===== src/rtl/wcb_pkg.sv =====
package wcb_pkg;

  localparam int IDEAL_W = 16;

  // Stand-in ideal response: a fixed arithmetic pattern spanning the full
  // signed 16-bit range, computed rather than tabulated.
  function automatic logic signed [IDEAL_W-1:0] ideal_sample(input logic [31:0] k);
    logic [31:0] t;
    t = k * 32'd1237 + 32'd91;
    return signed'({~t[15], t[14:0]});
  endfunction

endpackage


===== src/rtl/wcb_ideal_rom.sv =====
module wcb_ideal_rom #(
  parameter int AW = 13
) (
  input  logic [AW-1:0]                        addr_i,
  output logic signed [wcb_pkg::IDEAL_W-1:0]   data_o
);
  assign data_o = wcb_pkg::ideal_sample(32'(addr_i));
endmodule


===== src/rtl/wcb_scaler.sv =====
module wcb_scaler #(
  parameter int IW   = 16,
  parameter int WW   = 10,
  parameter int CW   = 16,
  parameter int FRAC = 8
) (
  input  logic signed [IW-1:0] ideal_i,
  input  logic [WW-1:0]        win_i,
  output logic signed [CW-1:0] coef_o
);
  localparam int PW = IW + WW + 1;
  localparam logic signed [PW-1:0] CMAX = PW'((64'sd1 <<< (CW-1)) - 64'sd1);
  localparam logic signed [PW-1:0] CMIN = -CMAX - PW'(1);

  logic signed [PW-1:0] prod;
  logic signed [PW-1:0] shf;

  assign prod = ideal_i * $signed({1'b0, win_i});

  generate
    if (FRAC > 0) begin : g_round
      localparam logic signed [PW-1:0] HALF = PW'(1) <<< (FRAC-1);
      assign shf = (prod + HALF) >>> FRAC;
    end else begin : g_exact
      assign shf = prod;
    end
  endgenerate

  always_comb begin
    if (shf > CMAX)      coef_o = CMAX[CW-1:0];
    else if (shf < CMIN) coef_o = CMIN[CW-1:0];
    else                 coef_o = shf[CW-1:0];
  end
endmodule


===== src/rtl/wcb_sequencer.sv =====
module wcb_sequencer #(
  parameter int DEPTH    = 8192,
  parameter int MAX_TAPS = 512,
  parameter int AW       = $clog2(DEPTH),
  parameter int TW       = $clog2(MAX_TAPS+1)
) (
  input  logic          clk_i,
  input  logic          rst_ni,
  input  logic          start_i,
  input  logic [TW-1:0] taps_i,
  input  logic          win_valid_i,
  output logic          win_ready_o,
  output logic          accept_o,
  output logic [TW-1:0] idx_o,
  output logic          last_o,
  output logic          zero_start_o,
  output logic [AW-1:0] rom_addr_o
);
  localparam logic [AW-1:0] CENTER = AW'(DEPTH / 2);
  localparam logic [TW-1:0] TMAX   = TW'(MAX_TAPS);

  logic [TW-1:0] n_q, idx_q, n_eff;
  logic [AW-1:0] base_q;
  logic          busy_q;

  assign n_eff        = (taps_i > TMAX) ? TMAX : taps_i;
  assign win_ready_o  = busy_q && !start_i;
  assign accept_o     = win_ready_o && win_valid_i;
  assign last_o       = (TW'(idx_q + 1'b1) == n_q);
  assign idx_o        = idx_q;
  assign zero_start_o = start_i && (n_eff == '0);
  assign rom_addr_o   = base_q + AW'(idx_q);

  always_ff @(posedge clk_i) begin
    if (!rst_ni) begin
      n_q    <= '0;
      idx_q  <= '0;
      base_q <= '0;
      busy_q <= 1'b0;
    end else if (start_i) begin
      n_q    <= n_eff;
      idx_q  <= '0;
      base_q <= CENTER - AW'(n_eff >> 1);
      busy_q <= (n_eff != '0);
    end else if (accept_o) begin
      idx_q <= idx_q + 1'b1;
      if (last_o) busy_q <= 1'b0;
    end
  end


  taps_clamp_chk: assert property (@(posedge clk_i) disable iff (!rst_ni)
    busy_q |-> (n_q <= TMAX && idx_q < n_q));

endmodule


===== src/rtl/wcb_coef_builder.sv =====
module wcb_coef_builder #(
  parameter int IDEAL_DEPTH = 8192,
  parameter int MAX_TAPS    = 512,
  parameter int WIN_W       = 10,
  parameter int COEF_W      = 16,
  parameter int FRAC        = 8,
  localparam int AW         = $clog2(IDEAL_DEPTH),
  localparam int TW         = $clog2(MAX_TAPS+1)
) (
  input  logic              clk_i,
  input  logic              rst_ni,
  input  logic              start_i,
  input  logic [TW-1:0]     taps_i,
  input  logic              win_valid_i,
  output logic              win_ready_o,
  input  logic [WIN_W-1:0]  win_data_i,
  output logic              coef_we_o,
  output logic [TW-1:0]     coef_addr_o,
  output logic [COEF_W-1:0] coef_data_o,
  output logic              done_o
);
  logic                               accept, last, zero_start;
  logic [TW-1:0]                      idx;
  logic [AW-1:0]                      rom_addr;
  logic signed [wcb_pkg::IDEAL_W-1:0] ideal;
  logic signed [COEF_W-1:0]           scaled;

  logic              we_q, last_q, zero_pend_q, done_q;
  logic [TW-1:0]     addr_q;
  logic [COEF_W-1:0] data_q;

  wcb_sequencer #(.DEPTH(IDEAL_DEPTH), .MAX_TAPS(MAX_TAPS), .AW(AW), .TW(TW)) u_seq (
    .clk_i        (clk_i),
    .rst_ni       (rst_ni),
    .start_i      (start_i),
    .taps_i       (taps_i),
    .win_valid_i  (win_valid_i),
    .win_ready_o  (win_ready_o),
    .accept_o     (accept),
    .idx_o        (idx),
    .last_o       (last),
    .zero_start_o (zero_start),
    .rom_addr_o   (rom_addr)
  );

  wcb_ideal_rom #(.AW(AW)) u_rom (
    .addr_i (rom_addr),
    .data_o (ideal)
  );

  wcb_scaler #(.IW(wcb_pkg::IDEAL_W), .WW(WIN_W), .CW(COEF_W), .FRAC(FRAC)) u_scale (
    .ideal_i (ideal),
    .win_i   (win_data_i),
    .coef_o  (scaled)
  );

  always_ff @(posedge clk_i) begin
    if (!rst_ni) begin
      we_q        <= 1'b0;
      last_q      <= 1'b0;
      zero_pend_q <= 1'b0;
      done_q      <= 1'b0;
      addr_q      <= '0;
      data_q      <= '0;
    end else begin
      done_q      <= !start_i && ((we_q && last_q) || zero_pend_q);
      zero_pend_q <= zero_start;
      we_q        <= accept && !start_i;
      if (accept) begin
        addr_q <= idx;
        data_q <= scaled;
        last_q <= last;
      end
    end
  end

  assign coef_we_o   = we_q;
  assign coef_addr_o = addr_q;
  assign coef_data_o = data_q;
  assign done_o      = done_q;


  write_after_accept_chk: assert property (@(posedge clk_i) disable iff (!rst_ni)
    coef_we_o |-> $past(win_valid_i && win_ready_o));


  done_pulse_chk: assert property (@(posedge clk_i) disable iff (!rst_ni)
    done_o |=> !done_o);


  idle_after_done_chk: assert property (@(posedge clk_i) disable iff (!rst_ni)
    done_o |-> !win_ready_o);


  abort_no_write_chk: assert property (@(posedge clk_i) disable iff (!rst_ni)
    $past(start_i) |-> !coef_we_o);

endmodule


===== config.mk =====
export PLATFORM = sky130hd
export DESIGN_NAME = wcb_coef_builder
export DESIGN_NICKNAME = d
export VERILOG_FILES = /design/src/rtl/wcb_pkg.sv /design/src/rtl/wcb_ideal_rom.sv /design/src/rtl/wcb_scaler.sv /design/src/rtl/wcb_sequencer.sv /design/src/rtl/wcb_coef_builder.sv
export SDC_FILE = /design/constraint.sdc
export NUM_CORES = 1
export LEC_CHECK = 0
export BUFFER_PORTS_ARGS = -buffer_cell sky130_fd_sc_hd__buf_2
export CORE_MARGIN = 3
export CORE_UTILIZATION = 61
export DETAILED_ROUTE_END_ITERATION = 10
export HOLD_SLACK_MARGIN = 0.02
export PLACE_DENSITY = 0.77
export SYNTH_ARGS = -nofsm -noshare
export SYNTH_HDL_FRONTEND = slang
export SYNTH_SLANG_ARGS = --single-unit

===== constraint.sdc =====
create_clock -name clk_i -period 20.3 [get_ports clk_i]
set_input_delay 3.045 -clock clk_i [delete_from_list [all_inputs] [get_ports clk_i]]
set_output_delay 3.045 -clock clk_i [all_outputs]
set_load 0.02 [all_outputs]

**Word level (Yosys, flattened, before mapping)**

Index checks and enable logic that the tools add are counted.
W data, S select, Z words.

- Add/sub/neg operators: 5
- Multipliers: 2
- Magnitude comparators: 3
- Equality and inequality tests: 1
- Mux-type cells: 6
- Bitwise logic cells: 2
- Reductions and logical operators: 14

Operator list:

| operator | number |
|---|---|
| $mux W16 | 2 |
| $add A27 B9 Y27 const B | 1 |
| $mul A16 B11 Y27 | 1 |
| $gt A19 B16 Y1 const B | 1 |
| $lt A19 B16 Y1 const B | 1 |
| $add A16 B7 Y16 const B | 1 |
| $mul A13 B11 Y16 const B | 1 |
| $add A13 B10 Y13 | 1 |
| $sub A13 B9 Y13 const A | 1 |
| $add A10 B1 Y10 const B | 1 |
| $eq A10 B10 Y1 | 1 |
| $gt A10 B10 Y1 const B | 1 |
| $logic_not A10 Y1 | 1 |
| $mux W10 | 1 |
| $reduce_bool A10 Y1 | 1 |
| $logic_and A1 B1 Y1 | 6 |
| $reduce_bool A2 Y1 | 2 |
| $mux W1 | 3 |
| $not A1 Y1 | 2 |
| $reduce_and A2 Y1 | 1 |
| $reduce_or A2 Y1 | 1 |
| $logic_not A1 Y1 | 1 |
| $logic_or A1 B1 Y1 | 1 |

- Register bits: 64
- Logic and storage cells: 43

**Logic depth before layout (Yosys ltp)**

- Word-level depth: 9
- Gate-level depth with buffers: 49
- Gate-level depth less buffers: 46

**Cells and area by module**

A second synthesis with hierarchy kept.

- Cells, all modules: 1320
- Area total of the unflattened synthesis: 11873.9 um2

By module, submodules not included:

| module | times used | cells an instance | area an instance (um2) |
|---|---|---|---|
| wcb_scaler | 1 | 744 | 6467.5 |
| wcb_sequencer | 1 | 262 | 2228.4 |
| wcb_ideal_rom | 1 | 220 | 2048.2 |
| wcb_coef_builder | 1 | 94 | 1129.8 |

**Worst setup path after synthesis**

Ideal clock, no wire load.

- Path type: reg2reg
- From: register u_seq.idx_q[0], in the netlist u_seq.idx_o[0]
- To: register data_q[10], in the netlist coef_data_o[10]
- Setup time: 0.123 ns
- Arrival time: 10.698 ns
- Slack: 9.480 ns
- Stages on the path, launching flop included: 45
- Cells stage by stage: dfxtp_1 -> ha_1 -> inv_1 -> fa_1 -> nor2b_1 -> o21ai_0 -> a21o_1 -> a21oi_2 -> a21o_1 -> a21o_1 -> xor2_1 -> ha_1 -> inv_1 -> fa_1 -> inv_1 -> fa_1 -> fa_1 -> fa_1 -> (+9 left out) -> xnor2_1 -> ha_1 -> fa_1 -> fa_1 -> inv_1 -> fa_1 -> inv_1 -> ha_1 -> a21o_1 -> a21o_1 -> a221oi_1 -> o21ai_0 -> a21o_2 -> a211o_2 -> a21oi_2 -> nor3_4 -> buf_6 -> a221o_2

- Cells in the longest elaborated chain, start to end: 9

Ends and longest elaborated chain:

| what | RTL line | source |
|---|---|---|
| start: declaration | wcb_sequencer.sv:22 | `logic [TW-1:0] n_q, idx_q, n_eff;` |
| start signal: assignment | wcb_sequencer.sv:46 | `idx_q <= idx_q + 1'b1;` |
| $add A13 B10 Y13 * | wcb_sequencer.sv:32 | `assign rom_addr_o = base_q + AW'(idx_q);` |
| $mul A13 B11 Y16 * | wcb_pkg.sv:9 | `t = k * 32'd1237 + 32'd91;` |
| $add A16 B7 Y16 * | wcb_pkg.sv:9 |  |
| $not A1 Y1 | wcb_pkg.sv:10 | `return signed'({~t[15], t[14:0]});` |
| $mul A16 B11 Y27 * | wcb_scaler.sv:18 | `assign prod = ideal_i * $signed({1'b0, win_i});` |
| $add A27 B9 Y27 * | wcb_scaler.sv:23 | `assign shf = (prod + HALF) >>> FRAC;` |
| $lt A19 B16 Y1 | wcb_scaler.sv:31 | `else if (shf < CMIN) coef_o = CMIN[CW-1:0];` |
| $mux W16 | wcb_scaler.sv:31 |  |
| $mux W16 * | wcb_scaler.sv:30 | `if (shf > CMAX) coef_o = CMAX[CW-1:0];` |
| end signal: assignment | wcb_coef_builder.sv:71 | `data_q <= scaled;` |
| end: declaration | wcb_coef_builder.sv:30 | `logic [COEF_W-1:0] data_q;` |

Every way passes the cells marked *; elsewhere a longest branch is shown, timed or not.
A chain may end at the register's enable or synchronous reset.

**Final worst setup path**

Same ends and word-level chain as after synthesis.

==> results.sh <==
export IMPL_worstPathMaxFanout=14
export IMPL_fillCellCount=1441
export IMPL_clkTransAtPathRegs_ns=0.06
export IMPL_path_buf_inv=6
export IMPL_finalSetupViolCount=0
export IMPL_hpwlAfterDp_mm=19.5
export IMPL_dp_cells=1479
export IMPL_crit_top_cell="fa_1"
export IMPL_yosysWarnings=0
export IMPL_die_area_um2=20000
export IMPL_ys_top_cells_by_area="fa_1 30%, ha_1 17%, dfxtp_1 11%, inv_1 8.0%, and2_1 4.1%"
export IMPL_worstPathRequired_ns=20.58
export IMPL_finalHoldViolCount=0
export IMPL_cts_sinks=63
export IMPL_clk_path_buf_depth=2
export IMPL_netlist_instances=1229
export IMPL_nets=1603
export IMPL_yosysSeqAreaShare_pct=11.3
export IMPL_async_reset_ff_share_pct=0
export IMPL_num_io_pins=53
export IMPL_finalNonFillerCells=1495
export IMPL_io_buffers=52
export IMPL_coreArea_um2=17600
export IMPL_vias=8443
export IMPL_end_kind="register"
export IMPL_critPathTopFamily="adder cells"
export IMPL_hp_class="register to register"
export IMPL_cts_tree="done"
export IMPL_grt_max_degree=29
export IMPL_cp_slowest_cell="xnor2_1"
export IMPL_setup_tns_ns=0
export IMPL_drv_slew=0
export IMPL_start_util_pct=63.6
export IMPL_cts_buffers=9
export IMPL_drtIter0Drc=558
export IMPL_grt_ovfl_total=0
export IMPL_fin_skew_ns=0.00708
export IMPL_post_drt_wl_per_cell_um=15.8
export IMPL_grt_pass1_wl_mm=42.1
export IMPL_yosysTopAreaCell="fa_1"
export IMPL_post_cts_buffers=0
export IMPL_max_cap_violations=0
export IMPL_die_h_um=141
export IMPL_grt_use_total_pct=25.6
export IMPL_critical_path_class="register to register"
export IMPL_diodes=0
export IMPL_drtPass1Iterations=5
export IMPL_ant_nets=0
export IMPL_routed_wl_mm=23.6
export IMPL_critPathLaunchType="register"
export IMPL_grt_pass1_vias=8809
export IMPL_tightest_slew_ns=1.09
export IMPL_synth_seq_cells=63
export IMPL_grt_antenna_before_repair=0
export IMPL_syn_nets=1567
export IMPL_die_w_um=141
export IMPL_cts_resized=0
export IMPL_rsz0062_at_grt="no"
export IMPL_crit_arrival_ns=12.44
export IMPL_avgSynthCellArea_um2=9.10
export IMPL_fmax_mhz=82.2
export IMPL_ctsHoldBuffers=0
export IMPL_drc=0
export IMPL_period_needed_ns=12.16
export IMPL_yosys_cell_types_count=61
export IMPL_outcome="finished clean"
export IMPL_area_growth_pct=7.03
export IMPL_synth_area_um2=11200
export IMPL_ys_flop_type="dfxtp_1"
export IMPL_clkLatencyLatePin_ns=0.34
export IMPL_synth_top_cell_area_share_pct=29.5
export IMPL_synthTopCellsByCount="237 x inv_1, 165 x fa_1, 149 x ha_1"
export IMPL_vias_per_cell=5.65
export IMPL_synth_edf_count=0
export IMPL_cts_htree_levels=3
export IMPL_max_stage_delay_ns=0.88
export IMPL_layout_drive_gt1_share_pct=8.58
export IMPL_relSlewSlack_pct=26.7
export IMPL_rows=48
export IMPL_finalCritPeriodShare_pct=59.9
export IMPL_cts_root_buffer="clkbuf_16"
export IMPL_yosysMostFrequentCell="inv_1"
export IMPL_gp_congestion=0.877
[placed cells by master, fill, tap and decap left out, drive strengths merged, types with 7 or more instances in the layout]
cell type  netlist  routed
a221o           16      16
nand3           12      12
nand4            7       7
nor3            11      11
and3             8       8
dfxtp           63      63
clkbuf          28       9
nand2          118     118
a21boi          18      18
inv            237     239
a22o             9       9
nand2b          13      13
xnor2           50      50
xor2            33      33
ha             149     149
o21ai           23      23
buf              3      56
fa             165     165
a21o            22      22
and2            74      74
nor2            35      35
a21oi           38      38
nor2b           35      35
[cell type report]
| cell class | count | area (um^2) | share of cell area (%) |
|---|---|---|---|
| Multi-Input combinational cell | 898 | 8890 | 74.3 |
| Inverter | 237 | 890 | 7.43 |
| Clock buffer | 9 | 225 | 1.88 |
| Tap cell | 225 | 282 | 2.35 |
| Clock inverter | 7 | 128 | 1.07 |
| Sequential cell | 63 | 1260 | 10.5 |
| Timing Repair Buffer | 56 | 290 | 2.43 |
[kinds of logic (layout without fill, tap and decap cells)]
logic type / Yosys count / in the layout / synth area share, %
AO/OA/AOI/OAI: 162 / 162 / 10.8
XOR/XNOR: 84 / 84 / 6.77
adder cells (fa/ha/maj): 314 / 314 / 46.2
buffers and inverters: 268 / 309 / 9.20
flip-flops: 63 / 63 / 11.3
multiplexers: 8 / 8 / 0.750
AND/OR/NAND/NOR: 330 / 330 / 15.0
[worst register-to-register path: cells and delay by family, from the launching register on]
family / cells / cell delay (ns)
flops: 1 / 0.47
fa+ha+maj: 14 / 6.09
buf+inv: 6 / 0.39
simple gates: 6 / 1.25
xor+xnor: 3 / 1.30
compound gates: 12 / 2.62
[routing by layer]
layer  wire length [um]  vias to the layer above  track usage, %
li1                   -                     3983               -
met4                493                        0            6.31
met3                979                       41            2.49
met5                  0                        -               0
met1              10600                     4200            35.3
met2              11500                      219            43.7
[per-stage QoR]
step           hold WS, ns  worst slack [ns]  utilization [%]  instance area [um^2]
2_1_floorplan        0.413              9.48                -                 11200
3_3_place_gp         0.451              8.56             66.0                 11600
3_5_place_dp         0.434              8.23             66.0                 11600
4_1_cts              0.463              8.16             68.0                 12000
5_1_grt              0.496              7.31             68.0                 12000
6_report             0.461              8.14             68.0                 12000
[flip-flops by register name, summed over array words and instances (netlist names)]
| signal | flops |
|---|---|
| coef_data_o | 16 |
| u_seq.base_q | 13 |
| coef_addr_o | 10 |
| u_seq.idx_o | 10 |
| u_seq.n_q | 9 |
| coef_we_o | 1 |
| done_o | 1 |
| last_q | 1 |
| u_seq.busy_q | 1 |
| zero_pend_q | 1 |
[worst paths after layout]
path         depth (start not counted)               to            from  slack (ns)
max                                 41  coef_data_o[10]  u_seq.idx_o[0]        8.14
min                                  2   coef_addr_o[9]  coef_addr_o[9]        0.46
max reg2reg                         41  coef_data_o[10]  u_seq.idx_o[0]        8.14
min reg2reg                          2   coef_addr_o[9]  coef_addr_o[9]        0.46
Power is left out: the tool's default activity adds up to more than one toggle a clock period on the data nets, which glitch-free logic cannot reach.
